### src/rtl/csweep_pkg.sv
package csweep_pkg;
  typedef enum logic [2:0] {
    ACT_SKIP,
    ACT_REFCLR,
    ACT_CLEAN,
    ACT_AGE,
    ACT_STEAL
  } act_e;

  typedef enum logic [2:0] {
    ST_IDLE,
    ST_SCAN_RD,
    ST_SCAN_EV,
    ST_ADV_RD,
    ST_ADV_EV
  } st_e;
endpackage

### src/rtl/csweep_trigger.sv
module csweep_trigger #(
  parameter int FREE_W = 4
) (
  input  logic              clk,
  input  logic              rst_n,
  input  logic              tick,
  input  logic [FREE_W-1:0] free_count,
  input  logic [FREE_W-1:0] low_water,
  input  logic              busy,
  output logic              go,
  output logic              req_evt
);
  logic below, below_q, pend_q;

  assign below   = free_count < low_water;
  assign req_evt = tick | (below & ~below_q);
  assign go      = ~busy & (req_evt | pend_q);

  always_ff @(posedge clk) begin
    if (!rst_n) begin
      below_q <= 1'b0;
      pend_q  <= 1'b0;
    end else begin
      below_q <= below;
      if (busy && req_evt) pend_q <= 1'b1;
      else if (go)         pend_q <= 1'b0;
    end
  end
endmodule

### src/rtl/csweep_classify.sv
module csweep_classify
  import csweep_pkg::*;
#(
  parameter int REFW = 2,
  parameter int AGEW = 2,
  localparam int EW = 3 + REFW + AGEW
) (
  input  logic [EW-1:0]   entry,
  input  logic            age_en,
  input  logic [AGEW-1:0] age_limit,
  output act_e            act,
  output logic [EW-1:0]   upd,
  output logic            need_wr
);
  localparam int AGE_LSB = 3 + REFW;

  logic            f_valid, f_ref, f_mod;
  logic [REFW-1:0] f_cnt;
  logic [AGEW-1:0] f_age;
  logic [AGEW:0]   age_next;

  assign f_valid  = entry[0];
  assign f_ref    = entry[1];
  assign f_mod    = entry[2];
  assign f_cnt    = entry[3 +: REFW];
  assign f_age    = entry[AGE_LSB +: AGEW];
  assign age_next = {1'b0, f_age} + 1'b1;

  always_comb begin
    upd     = entry;
    need_wr = 1'b0;
    act     = ACT_SKIP;
    if (!f_valid || f_cnt == '0) begin
      act = ACT_SKIP;
    end else if (f_ref) begin
      act                   = ACT_REFCLR;
      upd[1]                = 1'b0;
      upd[AGE_LSB +: AGEW]  = '0;
      need_wr               = 1'b1;
    end else if (f_mod) begin
      act = ACT_CLEAN;
    end else if (age_en && (age_next < {1'b0, age_limit})) begin
      act                   = ACT_AGE;
      upd[AGE_LSB +: AGEW]  = age_next[AGEW-1:0];
      need_wr               = 1'b1;
    end else begin
      act                   = ACT_STEAL;
      upd[0]                = 1'b0;
      upd[AGE_LSB +: AGEW]  = '0;
      need_wr               = 1'b1;
    end
  end
endmodule

### src/rtl/csweep_walker.sv
module csweep_walker
  import csweep_pkg::*;
#(
  parameter int NFRAMES = 8,
  parameter int EW      = 7,
  localparam int FIDX_W = $clog2(NFRAMES),
  localparam int CNT_W  = $clog2(NFRAMES + 1)
) (
  input  logic              clk,
  input  logic              rst_n,
  input  logic              go,
  input  logic [CNT_W-1:0]  cfg_gap,
  input  logic [EW-1:0]     ft_rdata,
  input  act_e              cls_act,
  input  logic [EW-1:0]     cls_upd,
  input  logic              cls_wr,
  output logic [FIDX_W-1:0] ft_addr,
  output logic              ft_rd_en,
  output logic              ft_wr_en,
  output logic [EW-1:0]     ft_wdata,
  output logic              steal_vld,
  output logic              clean_vld,
  output logic              busy,
  output logic              last_step,
  output logic [FIDX_W-1:0] hand_start,
  output logic [FIDX_W-1:0] hand_end
);
  localparam logic [FIDX_W-1:0] LAST_IDX  = FIDX_W'(NFRAMES - 1);
  localparam logic [FIDX_W-1:0] INIT_END  = FIDX_W'(NFRAMES / 2);
  localparam logic [CNT_W-1:0]  RING_SIZE = CNT_W'(NFRAMES);

  function automatic logic [FIDX_W-1:0] ring_next(input logic [FIDX_W-1:0] idx);
    return (idx == LAST_IDX) ? '0 : idx + 1'b1;
  endfunction

  function automatic logic [CNT_W-1:0] ring_span(input logic [FIDX_W-1:0] s,
                                                 input logic [FIDX_W-1:0] e);
    logic [CNT_W-1:0] d;
    d = CNT_W'(e) - CNT_W'(s);
    return (e > s) ? d : d + RING_SIZE;
  endfunction

  st_e               st;
  logic [FIDX_W-1:0] cur;
  logic [CNT_W-1:0]  cnt;

  assign busy      = (st != ST_IDLE);
  assign last_step = (cnt == CNT_W'(1));
  assign ft_addr   = cur;
  assign ft_rd_en  = (st == ST_SCAN_RD) || (st == ST_ADV_RD);
  assign ft_wr_en  = ((st == ST_SCAN_EV) && cls_wr) || ((st == ST_ADV_EV) && ft_rdata[1]);
  assign ft_wdata  = (st == ST_ADV_EV) ? (ft_rdata & ~EW'(2)) : cls_upd;
  assign steal_vld = (st == ST_SCAN_EV) && (cls_act == ACT_STEAL);
  assign clean_vld = (st == ST_SCAN_EV) && (cls_act == ACT_CLEAN);

  always_ff @(posedge clk) begin
    if (!rst_n) begin
      st         <= ST_IDLE;
      cur        <= '0;
      cnt        <= '0;
      hand_start <= '0;
      hand_end   <= INIT_END;
    end else begin
      unique case (st)
        ST_IDLE: if (go) begin
          st  <= ST_SCAN_RD;
          cur <= hand_start;
          cnt <= ring_span(hand_start, hand_end);
        end
        ST_SCAN_RD: st <= ST_SCAN_EV;
        ST_SCAN_EV: begin
          if (last_step) begin
            hand_start <= hand_end;
            cur        <= hand_end;
            cnt        <= cfg_gap;
            st         <= (cfg_gap == '0) ? ST_IDLE : ST_ADV_RD;
          end else begin
            cur <= ring_next(cur);
            cnt <= cnt - 1'b1;
            st  <= ST_SCAN_RD;
          end
        end
        ST_ADV_RD: st <= ST_ADV_EV;
        ST_ADV_EV: begin
          cur <= ring_next(cur);
          cnt <= cnt - 1'b1;
          if (last_step) begin
            hand_end <= ring_next(cur);
            st       <= ST_IDLE;
          end else begin
            st <= ST_ADV_RD;
          end
        end
        default: st <= ST_IDLE;
      endcase
    end
  end
endmodule

### src/rtl/clock_steal_engine.sv
module clock_steal_engine
  import csweep_pkg::*;
#(
  parameter int NFRAMES = 8,
  parameter int REFW    = 2,
  parameter int AGEW    = 2,
  parameter int FREE_W  = 4,
  localparam int FIDX_W = $clog2(NFRAMES),
  localparam int CNT_W  = $clog2(NFRAMES + 1),
  localparam int EW     = 3 + REFW + AGEW
) (
  input  logic              clk,
  input  logic              rst_n,
  input  logic              tick,
  input  logic [FREE_W-1:0] free_count,
  input  logic [FREE_W-1:0] low_water,
  input  logic [CNT_W-1:0]  cfg_gap,
  input  logic              cfg_age_en,
  input  logic [AGEW-1:0]   cfg_age_limit,
  output logic [FIDX_W-1:0] ft_addr,
  output logic              ft_rd_en,
  output logic              ft_wr_en,
  output logic [EW-1:0]     ft_wdata,
  input  logic [EW-1:0]     ft_rdata,
  output logic              busy,
  output logic              steal_vld,
  output logic [FIDX_W-1:0] steal_idx,
  output logic              clean_vld,
  output logic [FIDX_W-1:0] clean_idx,
  output logic [FIDX_W-1:0] hand_start,
  output logic [FIDX_W-1:0] hand_end
);
  logic          go, req_evt, last_step, cls_wr;
  act_e          cls_act;
  logic [EW-1:0] cls_upd;

  csweep_trigger #(.FREE_W(FREE_W)) u_trig (
    .clk(clk), .rst_n(rst_n), .tick(tick), .free_count(free_count),
    .low_water(low_water), .busy(busy), .go(go), .req_evt(req_evt)
  );

  csweep_classify #(.REFW(REFW), .AGEW(AGEW)) u_cls (
    .entry(ft_rdata), .age_en(cfg_age_en), .age_limit(cfg_age_limit),
    .act(cls_act), .upd(cls_upd), .need_wr(cls_wr)
  );

  csweep_walker #(.NFRAMES(NFRAMES), .EW(EW)) u_walk (
    .clk(clk), .rst_n(rst_n), .go(go), .cfg_gap(cfg_gap), .ft_rdata(ft_rdata),
    .cls_act(cls_act), .cls_upd(cls_upd), .cls_wr(cls_wr),
    .ft_addr(ft_addr), .ft_rd_en(ft_rd_en), .ft_wr_en(ft_wr_en), .ft_wdata(ft_wdata),
    .steal_vld(steal_vld), .clean_vld(clean_vld), .busy(busy), .last_step(last_step),
    .hand_start(hand_start), .hand_end(hand_end)
  );

  assign steal_idx = ft_addr;
  assign clean_idx = ft_addr;
endmodule

### config.mk
export PLATFORM = sky130hd
export DESIGN_NAME = clock_steal_engine
export DESIGN_NICKNAME = d
export VERILOG_FILES = /design/src/rtl/csweep_pkg.sv /design/src/rtl/csweep_trigger.sv /design/src/rtl/csweep_classify.sv /design/src/rtl/csweep_walker.sv /design/src/rtl/clock_steal_engine.sv
export SDC_FILE = /design/constraint.sdc
export NUM_CORES = 1
export LEC_CHECK = 0
export BUFFER_PORTS_ARGS = -buffer_cell sky130_fd_sc_hd__clkbuf_2
export CAP_MARGIN = 20
export CORE_ASPECT_RATIO = 0.5
export CORE_UTILIZATION = 45
export CTS_BUF_LIST = sky130_fd_sc_hd__clkbuf_2
export DETAILED_ROUTE_END_ITERATION = 10
export HOLD_SLACK_MARGIN = 0.05
export PLACE_DENSITY_LB_ADDON = 0.2
export SLEW_MARGIN = 40
export SYNTH_ARGS = -nofsm -noshare
export SYNTH_HDL_FRONTEND = slang
export SYNTH_SLANG_ARGS = --single-unit
### constraint.sdc
create_clock -name clk -period 4.7 [get_ports clk]
set_clock_uncertainty 0.1 [all_clocks]
set_input_delay 0.235 -clock clk [delete_from_list [all_inputs] [get_ports clk]]
set_output_delay 0.235 -clock clk [all_outputs]
set_load 0.01 [all_outputs]
Word-level counts from Yosys, hierarchy flattened
Cells that the tools add are included.
{"block": "totals", "in_bits": 25, "output_inout_bits": 27, "regBits": 18, "word_cells": 80}
{"block": "op_classes", "bitwise_logic": 6, "eq_ne": 9, "reduce_logical": 19, "add_sub_neg": 5, "n_mux": 31, "order_cmp": 3}
{"cell": "3-bit two-way mux", "n": 9}
{"cell": "3-bit case mux with 5 select lines", "n": 1}
{"cell": "2-bit two-way mux", "n": 7}
{"cell": "4-bit two-way mux", "n": 3}
{"cell": "4-bit case mux with 3 select lines", "n": 1}
{"cell": "3-bit by 2-bit equality test with 1-bit output (second input constant)", "n": 3}
{"cell": "3-bit equality test (second input constant)", "n": 3}
{"cell": "3-bit case mux with 3 select lines", "n": 1}
{"cell": "1-bit two-way mux", "n": 8}
{"cell": "7-bit two-way mux", "n": 1}
{"cell": "1-bit logical AND", "n": 6}
{"cell": "2-bit AND reduction", "n": 3}
{"cell": "3-bit nonzero test", "n": 2}
{"cell": "4-bit adder (second input constant)", "n": 1}
{"cell": "4-bit by 1-bit equality test with 1-bit output (second input constant)", "n": 1}
{"cell": "4-bit logical NOT", "n": 1}
{"cell": "4-bit less-than comparator", "n": 1}
{"cell": "3-bit by 3-bit subtractor with 4-bit output", "n": 1}
{"cell": "4-bit by 1-bit subtractor with 4-bit output (second input constant)", "n": 1}
{"cell": "2-bit by 1-bit adder with 3-bit output (second input constant)", "n": 1}
{"cell": "3-bit by 1-bit adder with 3-bit output (second input constant)", "n": 1}
{"cell": "3-bit by 1-bit equality test with 1-bit output (second input constant)", "n": 1}
{"cell": "3-bit > comparator", "n": 1}
{"cell": "3-bit logical NOT", "n": 1}
{"cell": "9 further kinds", "n": 14}

Longest topological paths before layout
Gate-level depths: netlist (run 1).
{"block": "depth", "depth_word": 9, "ltp_mapped": 10, "mapped_depth_nobuf": 10}

Hierarchy
A second synthesis (run 1) with hierarchy kept.
{"block": "unflattened", "cells_unflattened": 206, "hier_area_um2": 1682.9}
{"mod": "csweep_walker", "n_inst": 1, "seq_area_each_um2": 320.3, "area_per_inst_um2": 1265.0, "cells_per_inst": 153}
{"mod": "csweep_classify", "n_inst": 1, "seq_area_each_um2": 0.0, "area_per_inst_um2": 203.9, "cells_per_inst": 28}
{"mod": "csweep_trigger", "n_inst": 1, "seq_area_each_um2": 40.0, "area_per_inst_um2": 168.9, "cells_per_inst": 19}
{"mod": "clock_steal_engine", "n_inst": 1, "seq_area_each_um2": 0.0, "area_per_inst_um2": 45.0, "cells_per_inst": 6}

Worst setup path before layout (run 1)
OpenSTA, ideal clock, no wires.
{"block": "synth_path", "kind": "register to register", "startpoint": "register u_walk.hand_end[0]", "endpoint": "register u_walk.cnt[2]", "path_buffers": 0, "setup_ns": 0.116, "path_stages_with_launch": 9, "setup_slack_ns": 2.605, "synth_period_minus_slack_ns": 2.095, "required_time_ns": 4.484, "arrival_time_ns": 1.879, "path_cell_list": "dfxtp_1 > inv_1 > ha_1 > fa_1 > inv_1 > fa_1 > a22oi_1 > o211ai_2 > o211a_1"}
{"block": "synth_between", "elab_chain_cells": 5, "elab_cells_between_ends": 6, "classes_between": "2 x add/sub; 1 x order compare; 3 x mux"}
{"element": "from (decl)", "line_no": "csweep_walker.sv:26", "rtl": "output logic [FIDX_W-1:0] hand_end"}
{"element": "from (signal assigned)", "line_no": "csweep_walker.sv:88", "rtl": "hand_end <= ring_next(cur);"}
{"element": "3-bit by 3-bit subtractor with 4-bit output", "line_no": "csweep_walker.sv:39", "rtl": "d = CNT_W'(e) - CNT_W'(s);"}
{"element": "4-bit adder", "line_no": "csweep_walker.sv:40", "rtl": "return (e > s) ? d : d + RING_SIZE;"}
{"element": "4-bit two-way mux *", "line_no": "csweep_walker.sv:40"}
{"element": "4-bit two-way mux *", "line_no": "csweep_walker.sv:65", "rtl": "ST_IDLE: if (go) begin"}
{"element": "4-bit case mux with 3 select lines *", "line_no": "csweep_walker.sv:64", "rtl": "unique case (st)"}
{"element": "to (signal assigned)", "line_no": "csweep_walker.sv:68", "rtl": "cnt <= ring_span(hand_start, hand_end);"}
{"element": "to (signal assigned)", "line_no": "csweep_walker.sv:75", "rtl": "cnt <= cfg_gap;"}
{"element": "to (signal assigned)", "line_no": "csweep_walker.sv:79", "rtl": "cnt <= cnt - 1'b1;"}
{"element": "to (decl)", "line_no": "csweep_walker.sv:45", "rtl": "logic [CNT_W-1:0] cnt;"}
Every way passes the cells marked *; elsewhere a longest branch is shown, timed or not. The select of a mux whose other input is x is not followed.
A chain may end at the register's enable or synchronous reset.

Final worst setup path (run 1)
{"block": "layout_path", "startpoint": "register u_walk.st[0]", "endpoint": "output ft_wdata[6]"}
{"block": "layout_between", "elab_chain_cells": 2}
{"element": "from (decl)", "line_no": "csweep_walker.sv:43", "rtl": "st_e st;"}
{"element": "from (signal assigned)", "line_no": "csweep_walker.sv:76", "rtl": "st <= (cfg_gap == '0) ? ST_IDLE : ST_ADV_RD;"}
{"element": "3-bit equality test", "line_no": "csweep_walker.sv:52", "rtl": "assign ft_wdata = (st == ST_ADV_EV) ? (ft_rdata & ~EW'(2)) : cls_upd;"}
{"element": "7-bit two-way mux", "line_no": "csweep_walker.sv:52"}
{"element": "to (decl)", "line_no": "clock_steal_engine.sv:23", "rtl": "output logic [EW-1:0] ft_wdata,"}
No other way between the ends.

==> summary.txt, run 1 <==
Outcome
  • Status: finished clean

Power
  • Comb pwr share: 47.6%
  • Maximum VDD drop: 0.161 mV
  • Clock power frac: a little over an eighth
  • Psw: around 230 uW
  • Int Power: 303 uW
  • Flop pwr share: 39.3%
  • Pleak: 0.790 nW
  • Switching share of power: a little over two fifths
  • Total power: 537 uW
  • PwrDens: 303 mW/mm^2

Drt
  • Drt pass-1 iters: 4
  • DR WL/cell: 13.6 um
  • Drt initial violations: just over 80
  • Vias after detailed routing: 1538
  • DRC Markers: 0
  • Final WL: roughly 3.7 mm
  • Avg Vias per Cell: approximately 5.7
  • Post-route ant nets: 0

CTS
  • CTS clk-pin slew, worst paths: 0.19 ns
  • CTS Buf Count: 3
  • Gates resized, CTS repair: 0
  • Clk root buf: clkbuf_2
  • CTS Sinks: 18
  • Setup Buffers After CTS: 0
  • Cts-stage hold buffer count: 0
  • Skew-Pair Late Insertion Delay: 0.32 ns
  • Clock H-tree levels: 1
  • Max Root-Sink Buffers: 2
  • CTS tree: done

Logic synthesis
  • Post-Syn Nets: 233
  • Largest cells by area after synthesis: dfxtp_1 23%, ha_1 8.8%, nor2_1 5.3%, buf_4 4.8%, a21oi_1 3.8%
  • Synth Flop Type: dfxtp_1
  • Most frequent cell after synthesis: nor2_1
  • #FFs+latches synth: 18
  • Syn_area_per_cell: 8.11 sq um
  • Top cell type by total area after synthesis: dfxtp_1
  • Post-synth ARST share: 0%
  • EDFF count, synth: 0
  • Warning count from the yosys run: 0
  • Syn Std Cell Area: 0.00157 sq mm
  • Register area share after synthesis: 22.9%
  • Yosys cell types: 47
  • Post-synthesis instance total: slightly below 200
  • Synth top area share: 22.9%
  • Synth cell count leaders: 22 x nor2_1, 18 x dfxtp_1, 16 x nand2_1

Final layout
  • Filler cells: between 300 and 400
  • Reg area: 360 sq um
  • Area of the multi-input gates: 0.00104 sq mm
  • P&R area growth vs syn: 12.9%
  • Fin util: between 50% and 60%
  • Ant. Diodes: 0
  • Final Instance Area: 0.00178 sq mm
  • Nets: 272
  • Post-Layout Cell Count: approximately 270
  • Share of cells above drive strength 1: 28.9%

Floorplan
  • Die Footprint: 0.00375 sq mm
  • Die Span Y: 43.8 um
  • I/O pin cnt: 52
  • Core area: between 0.003 and 0.004 sq mm
  • Die Wd: roughly 86 um
  • # rows: 14
  • Initial Utilization: 49.9%

Min path
  • Worst hold path depth: 2
  • Worst Hold Class: in -> reg
  • Hold Crit Start: rst_n
  • Hold-critical path endpoint: u_walk.hand_end[2]

Placement
  • DP Worst Slack: 2.46 ns
  • IO Port Bufs: 51
  • Final GP Congestion: between 0.8 and 0.9
  • DP HPWL: 2.85 mm
  • Placed Cells: 268
  • Cell Area, Placed: 0.00176 sq mm

Worst setup path
  • Critical Path AT: 2.12 ns
  • Reg2reg setup slack: 2.43 ns
  • Nature of the critical path startpoint: register
  • Critical R2R Launch: u_walk.st[2]
  • Critical path endpoint category: output port
  • Worst EP required: 4.37 ns
  • Critical R2R Capture: u_walk.ft_addr[2]
  • Worst Reg2Reg Path Length in Cells: 4
  • Crit-path max FO: 11
  • Crit Path Class: reg -> out

Global route
  • Largest net degree at the start of global routing: 14
  • Total gr overflow: 0
  • First-pass GRT wire length: 6.05 mm
  • Vias in the first global route: 1333
  • Initial antenna violation count: 0
  • GRT Util Overall: 20.6%

STA
  • Final hold vios: 0
  • RSZ-0062 raised after global routing: false
  • Slew at the pin with the worst max-slew slack: 0.761 ns
  • Final setup viols: 0
  • Max Slew Vio Count: 0
  • Final worst slack: ~2.2 ns
  • Setup_tns: 0 ns
  • Max Freq: 407 MHz
  • Tmin final: around 2.5 ns
  • Slew HR: 49.3%
  • WHS: 0.0894 ns
  • Period utilization: a little over half

Job
  • Maxcap violations: 0
power groups by stage:
stage	registers (mW)	logic (mW)	clock network, mW
detailed placement	0.214	0.253	0
floorplan	0.201	0.223	0
finish	0.211	0.256	0.0704
global route	0.216	0.284	0.0817
global placement	0.212	0.252	0
CTS	0.210	0.255	0.0740
routing by layer:
layer / vias to the layer above / track usage [%] / wire length, um
met1: 722 / 27.3 / 1870
met4: 0 / 3.00 / 6
met2: 46 / 35.7 / 1620
met3: 2 / 4.76 / 204
met5: - / 0 / 0
li1: 768 / - / -
area by class of cell:
cell class	count	area share, %
sequential	18	20.3
clock buffer	3	0.846
tap	40	2.82
timing repair buffer	51	14.4
multi-input combinational	145	58.5
inverter	14	2.96
clock inverter	1	0.211
cell families after synthesis:
group                      synth area share, %
AOI/OAI and AO/OA                         24.0
xor gates and xnor gates                  1.11
adders and majority gates                 12.6
buffers and inverters                     11.1
DFF                                       22.9
muxes                                     1.27
and+or+nand+nor                           27.0
state kept, by name, indices dropped and copies added (netlist names):
signal             count
u_walk.ft_addr         3
u_trig.below_q         1
u_walk.hand_start      3
u_walk.st              3
u_walk.hand_end        3
u_walk.cnt             4
u_trig.pend_q          1
worst max-delay path, cell delays in order, from the launching register on:
cell and delay (ns):
dfxtp_1 0.60, or3b_1 0.30, nand2_1 0.13, nor4b_1 0.39
a22oi_1 0.12, o21ai_1 0.14, clkbuf_2 0.15
cells in the final DEF (no fill, tap or decap), types with 2 or more instances in the layout:
| master | n |
|---|---|
| nor3b_1 | 5 |
| nand3_1 | 7 |
| clkbuf_2 | 54 |
| o21ai_0 | 10 |
| ha_1 | 11 |
| nor3_1 | 4 |
| dfxtp_1 | 18 |
| nor2_1 | 22 |
| or3b_1 | 2 |
| or3_1 | 2 |
| a211oi_1 | 4 |
| fa_1 | 3 |
| nor2b_1 | 4 |
| nor3b_2 | 2 |
| nor4b_1 | 2 |
| nor4_1 | 3 |
| a22oi_1 | 4 |
| mux2i_1 | 2 |
| o21ai_1 | 4 |
| o21a_1 | 2 |
| inv_1 | 14 |
| and2_1 | 2 |
| a311oi_2 | 3 |
| nand2_1 | 16 |
| a21oi_1 | 12 |
worst max-delay path by stage:
stage / from / endpoint / slack (ns)
global route: u_walk.st[0] / ft_wdata[6] / 2.02
finish: u_walk.st[0] / ft_wdata[6] / 2.24
floorplan: u_walk.hand_end[0] / u_walk.cnt[2] / 2.60
CTS: u_walk.st[0] / ft_wdata[5] / 2.23
global placement: cfg_age_limit[1] / ft_wdata[0] / 2.49
detailed placement: cfg_age_limit[1] / ft_wdata[0] / 2.46
No activity file was read; power rests on OpenSTA's default activity.
==> inputs of run 2 (changes only) <==
==> constraint.sdc (replaced) <==
create_clock -name clk -period 2.45 [get_ports clk]
set_clock_uncertainty 0.1 [all_clocks]
set_input_delay 0.1225 -clock clk [delete_from_list [all_inputs] [get_ports clk]]
set_output_delay 0.1225 -clock clk [all_outputs]
set_load 0.01 [all_outputs]
==> summary.txt, run 2 (synthesized netlist as in run 1, its figures left out) <==
Floorplan
  • Die Footprint: 0.00375 sq mm (unchanged)
  • I/O pin cnt: 52 (unchanged)
  • Initial Utilization: 49.9% (unchanged)
  • Core area: 0.00315 sq mm (unchanged)
  • Die Span Y: 43.8 um (unchanged)
  • Die Wd: 85.6 um (unchanged)
  • # rows: 14 (unchanged)

Final layout
  • Area of the multi-input gates: 0.00104 sq mm (about the same)
  • Most frequent cells in the layout: 54 x clkbuf_2, 22 x nor2_1, 16 x nand2_1 (was 54 x clkbuf_2, 22 x nor2_1, 18 x dfxtp_1)
  • P&R area growth vs syn: 18.0% (was 12.9%)
  • Nets: 280 (was 272)
  • Commonest non-fill, non-tap cell in the layout: clkbuf_2 (unchanged)
  • Number of flip-flops in the largest register: 4 (unchanged)
  • Share of cells above drive strength 1: 31.3% (was 28.9%)
  • Final Instance Area: 0.00186 sq mm (was 0.00178 sq mm)
  • Reg area: 364 sq um (was 360 sq um)
  • Post-Layout Cell Count: 280 (was 272)
  • Biggest register: u_walk.cnt (unchanged)
  • Filler cells: 318 (was 322)
  • Ant. Diodes: 0 (unchanged)
  • Fin util: 58.8% (was 56.3%)

CTS
  • Clock H-tree levels: 1 (unchanged)
  • CTS Sinks: 18 (unchanged)
  • Max Root-Sink Buffers: 2 (unchanged)
  • CTS clk-pin slew, worst paths: 0.19 ns (about the same)
  • Skew-Pair Late Insertion Delay: 0.31 ns (was 0.32 ns)
  • CTS Buf Count: 3 (unchanged)
  • Clk root buf: clkbuf_2 (unchanged)
  • CTS tree: done (unchanged)

Drt
  • Post-route ant nets: 0 (unchanged)
  • DR WL/cell: 12.7 um (was 13.6 um)
  • Drt pass-1 iters: 6 (was 4)
  • DRC Markers: 0 (unchanged)
  • Avg Vias per Cell: 5.39 (was 5.65)
  • Drt initial violations: 101 (was 81)
  • Vias after detailed routing: 1508 (was 1538)
  • Final WL: 3.57 mm (was 3.70 mm)

Global route
  • GRT Util Overall: 19.9% (was 20.6%)
  • Initial antenna violation count: 0 (unchanged)
  • Total gr overflow: 0 (unchanged)
  • First-pass GRT wire length: 5.87 mm (was 6.05 mm)
  • Largest net degree at the start of global routing: 14 (unchanged)
  • Vias in the first global route: 1284 (was 1333)

Placement
  • IO Port Bufs: 51 (unchanged)
  • Placed Cells: 272 (was 268)
  • Cell Area, Placed: 0.00179 sq mm (was 0.00176 sq mm)
  • DP HPWL: 2.77 mm (was 2.85 mm)
  • DP Worst Slack: 0.321 ns (was 2.46 ns)
  • Final GP Congestion: 0.867 (was 0.856)

Worst setup path
  • Nature of the critical path startpoint: register (unchanged)
  • Critical R2R Capture: u_walk.cnt[2] (was u_walk.ft_addr[2])
  • Worst Reg2Reg Path Length in Cells: 8 (was 4)
  • Critical path endpoint category: register (was output port)
  • Crit-path max FO: 3 (was 11)
  • Critical Path AT: 2.27 ns (was 2.12 ns)
  • Cell at the slowest stage of the critical path: fa_1 (was dfxtp_1)
  • Crit Path Class: reg -> reg (was reg -> out)
  • Crit-path cells: inv_1, ha_1, fa_1, inv_1, fa_1, a22oi_1, o211ai_2, o211a_1 (was or3b_1, nand2_1, nor4b_1, a22oi_1, o21ai_1, clkbuf_2)
  • Worst EP required: 2.58 ns (was 4.37 ns)
  • Max incr delay on CP: 0.40 ns (was 0.60 ns)
  • Reg2reg setup slack: 0.31 ns (was 2.43 ns)
  • Critical R2R Launch: u_walk.hand_end[0] (was u_walk.st[2])

Power
  • Pleak: 0.830 nW (was 0.790 nW)
  • Total power: 1.05 mW (was 537 uW)
  • PwrDens: 569 mW/mm^2 (was 303 mW/mm^2)
  • Maximum VDD drop: 0.303 mV (was 0.161 mV)

STA
  • Max Freq: 466 MHz
  • Final worst slack: 0.306 ns (was 2.24 ns)
  • Setup_tns: 0 ns (unchanged)
  • Slew at the pin with the worst max-slew slack: 0.455 ns (was 0.761 ns)
  • Period utilization: 87.5%
  • Slew HR: 69.6% (was 49.3%)
  • Final hold vios: 0 (unchanged)
  • Max Slew Vio Count: 0 (unchanged)
  • Tmin final: 2.14 ns
  • RSZ-0062 raised after global routing: false (unchanged)
  • WHS: 0.0728 ns (was 0.0894 ns)
  • Final setup viols: 0 (unchanged)

Min path
  • Worst Hold Class: in -> reg (unchanged)
  • Hold Crit Start: low_water[3] (was rst_n)
  • Worst hold path depth: 4 (was 2)
  • Hold-critical path endpoint: u_trig.below_q (was u_walk.hand_end[2])

Job
  • Maxcap violations: 0 (unchanged)

Outcome
  • Status: finished clean (unchanged)
run 2: changes by cell type in the layout (fill, tap and decap cells not counted):
cell           delta
dlygate4sd3_1     +4
nor4b_1           -1
buf_4             +4
nor4b_2           +1
dfxtp_1           -3
dfxtp_2           +3
run 2: final cells by class:
class	count	area share, %
multi-input combinational	145	56.3
tap	40	2.70
timing repair buffer	59	17.5
sequential	18	19.6
clock inverter	1	0.202
clock buffer	3	0.809
inverter	14	2.83
run 2: worst max-delay path by stage:
stage | cells past startpoint | endpoint | slack [ns] | start
floorplan | 8 | u_walk.cnt[2] | 0.35 | u_walk.hand_end[0]
global placement | 8 | u_walk.cnt[2] | 0.38 | u_walk.hand_end[0]
detailed placement | 8 | u_walk.cnt[2] | 0.32 | u_walk.hand_end[0]
CTS | 6 | ft_wdata[5] | 0.06 | u_walk.st[0]
global route | 6 | ft_wdata[5] | 0.14 | u_walk.st[2]
finish | 8 | u_walk.cnt[2] | 0.31 | u_walk.hand_end[0]
run 2: timing repair:
| action | CTS | global route |
|---|---|---|
| hold endpoints to repair | 7 | 0 |
| endpoints found under the setup margin | 0 | 2 |
| resized for setup | 0 | 4 |
| setup buffers | 0 | 0 |
| hold buffers | 4 | 0 |
run 2: worst max-delay path, delay by kind of cell (launching register included):
family                   cells  cell delay, ns
flip-flops                   1            0.39
adder cells (fa/ha/maj)      3            0.97
AO/OA/AOI/OAI                3            0.47
buffers and inverters        2            0.14
run 2: layer usage:
metal / track usage [%] / part of all wire, % / vias up
met5: 0 / 0 / -
met4: 2.00 / 0.17 / 0
met3: 4.57 / 6.6 / 2
met2: 33.6 / 43 / 54
met1: 27.2 / 50 / 669
li1: - / - / 783
run 2: report_power, final:
part	switching, mW	total (mW)	leakage [nW]	internal (mW)
Clock	0.101	0.136	0.0140	0.0355
Combinational	0.282	0.511	0.668	0.229
Sequential	0.0706	0.408	0.148	0.337
Total	0.453	1.05	0.830	0.602
==> inputs of run 3 (changes only) <==
==> constraint.sdc (replaced) <==
create_clock -name clk -period 2.45 [get_ports clk]
set_clock_uncertainty 0.1 [all_clocks]
set_input_delay 0.3675 -clock clk [delete_from_list [all_inputs] [get_ports clk]]
set_output_delay 0.3675 -clock clk [all_outputs]
set_load 0.01 [all_outputs]
==> summary.txt, run 3 (synthesized netlist as in run 1, its figures left out) <==
Global route
  • Total gr overflow: 0 (unchanged)
  • GR Util met3: 5.14% (was 4.57%)
  • Global route hottest layer: met2 (unchanged)
  • Met1 Resource Use GR: 28.5% (was 27.2%)
  • GRT Util Overall: 20.4% (was 19.9%)
  • First-pass GRT wire length: 5.94 mm (was 5.87 mm)
  • Global-route met2 utilization: 33.1% (was 33.6%)
  • Vias in the first global route: 1309 (was 1284)
  • Initial antenna violation count: 0 (unchanged)
  • Largest net degree at the start of global routing: 14 (unchanged)

Worst setup path
  • Start point of the critical path: cfg_age_limit[1] (was u_walk.hand_end[0])
  • CP bufs+invs: 4 (was 2)
  • Critical Path AT: 1.92 ns (was 2.27 ns)
  • Cell at the slowest stage of the critical path: fa_1 (unchanged)
  • Crit Path Class: in -> out (was reg -> reg)
  • Crit-path cells: buf_6, inv_2, fa_1, inv_1, a211oi_2, nor3b_1, or3_1, o21a_1, buf_2 (was inv_1, ha_1, fa_1, inv_1, fa_1, a22oi_1, o211ai_2, o211a_1)
  • Top cell family by delay on the critical path: adder cells (unchanged)
  • Max incr delay on CP: 0.52 ns (was 0.40 ns)
  • Crit-path max FO: 2 (was 3)
  • Worst EP required: 1.98 ns (was 2.58 ns)
  • Nature of the critical path startpoint: primary input (was register)
  • Critical path endpoint category: output port (was register)
  • Critical R2R Launch: u_walk.hand_end[0] (unchanged)

Placement
  • DP Worst Slack: -0.0452 ns (was 0.321 ns)
  • DP HPWL: 2.85 mm (was 2.77 mm)
  • IO Port Bufs: 51 (unchanged)
  • Final GP Congestion: 0.910 (was 0.867)

CTS
  • CTS tree: done (unchanged)
  • Skew-Pair Late Insertion Delay: 0.31 ns (about the same)
  • CTS clk-pin slew, worst paths: 0.18 ns (was 0.19 ns)
  • CTS Sinks: 18 (unchanged)
  • CTS Buf Count: 3 (unchanged)
  • Clk root buf: clkbuf_2 (unchanged)
  • Max Root-Sink Buffers: 2 (unchanged)
  • Cts-stage hold buffer count: 0 (was 4)
  • Clock H-tree levels: 1 (unchanged)
  • Setup Buffers After CTS: 0 (unchanged)

Final layout
  • Nets: 280 (unchanged)
  • Commonest non-fill, non-tap cell in the layout: clkbuf_2 (unchanged)
  • Reg area: 364 sq um (unchanged)
  • Most frequent cells in the layout: 52 x clkbuf_2, 22 x nor2_1, 16 x nand2_1 (was 54 x clkbuf_2, 22 x nor2_1, 16 x nand2_1)
  • Fin util: 58.6% (was 58.8%)
  • Ant. Diodes: 0 (unchanged)
  • P&R area growth vs syn: 17.4% (was 18.0%)
  • Filler cells: 325 (was 318)
  • Share of cells above drive strength 1: 33.5% (was 31.3%)
  • Biggest register: u_walk.cnt (unchanged)
  • Number of flip-flops in the largest register: 4 (unchanged)
  • Area of the multi-input gates: 0.00104 sq mm (about the same)

Floorplan
  • Die Span Y: 43.8 um (unchanged)
  • # rows: 14 (unchanged)
  • Die Footprint: 0.00375 sq mm (unchanged)
  • Die Wd: 85.6 um (unchanged)
  • Initial Utilization: 49.9% (unchanged)
  • Core area: 0.00315 sq mm (unchanged)
  • I/O pin cnt: 52 (unchanged)

Drt
  • Post-route ant nets: 0 (unchanged)
  • Vias after detailed routing: 1537 (was 1508)
  • Avg Vias per Cell: 5.51 (was 5.39)
  • DR WL/cell: 13.0 um (was 12.7 um)
  • Drt pass-1 iters: 5 (was 6)
  • DRC Markers: 0 (unchanged)
  • Final WL: 3.64 mm (was 3.57 mm)
  • Drt initial violations: 100 (was 101)

STA
  • Slew at the pin with the worst max-slew slack: 0.454 ns (was 0.455 ns)
  • Slew HR: 69.7% (was 69.6%)
  • Final worst slack: 0.0591 ns (was 0.306 ns)
  • Tmin final: 2.39 ns (was 2.14 ns)
  • Max Slew Vio Count: 0 (unchanged)
  • RSZ-0062 raised after global routing: true (was false)
  • Max Freq: 418 MHz (was 466 MHz)
  • Final hold vios: 0 (unchanged)
  • Setup_tns: 0 ns (unchanged)
  • Final setup viols: 0 (unchanged)
  • Period utilization: 97.6% (was 87.5%)

Outcome
  • Status: finished clean (unchanged)

Power
  • Maximum VDD drop: 0.322 mV (was 0.303 mV)
  • PwrDens: 571 mW/mm^2 (was 569 mW/mm^2)
  • Total power: 1.06 mW (was 1.05 mW)
  • Pleak: 0.831 nW (was 0.830 nW)

Job
  • Maxcap violations: 0 (unchanged)

Min path
  • Worst Hold Class: in -> reg (unchanged)
  • Hold Crit Start: rst_n (was low_water[3])
[run 3: cell count changes in the layout (fill, tap and decap cells not counted), sizes merged]
cell         previous run  this run
clkbuf                 54        52
dlygate4sd3             4         0
clkinv                  1         0
buf                     4        10
[run 3: cell type report]
class | count | area share (%)
timing repair buffer | 59 | 17.4
tap | 40 | 2.71
inverter | 14 | 2.85
sequential | 18 | 19.7
multi-input combinational | 145 | 56.5
clock buffer | 3 | 0.813
[run 3: final timing paths]
kind                         to  slack [ns]  cells after the start
min reg2reg  u_walk.hand_end[0]        0.39                      2
max reg2reg       u_walk.cnt[2]        0.21                      8
max                 ft_wdata[0]        0.06                      9
min          u_walk.hand_end[2]        0.23                      2
[run 3: report_power, final]
part | switching (mW) | leakage (nW) | internal, mW
sequential | 0.0639 | 0.148 | 0.337
clock | 0.0955 | 0.0125 | 0.0334
combinational | 0.290 | 0.670 | 0.235
total | 0.449 | 0.831 | 0.606
[run 3: timing repair]
item	CTS	global route
setup endpoints to repair	1	5
resized for setup	1	6
cloned	0	0
[run 3: metal layers]
layer	share of wire, %	wire length (um)
met2	42	1520
met1	51	1870
met3	6.5	235
met4	0.16	6
met5	0	0
[run 3: metrics by stage]
step / area [sq um] / hold slack (ns) / cells
floorplan: 1570 / 0.339 / 194
global placement: 1820 / 0.358 / 276
detailed placement: 1820 / 0.367 / 276
CTS: 1840 / 0.220 / 279
global route: 1850 / 0.226 / 279
finish: 1850 / 0.232 / 279
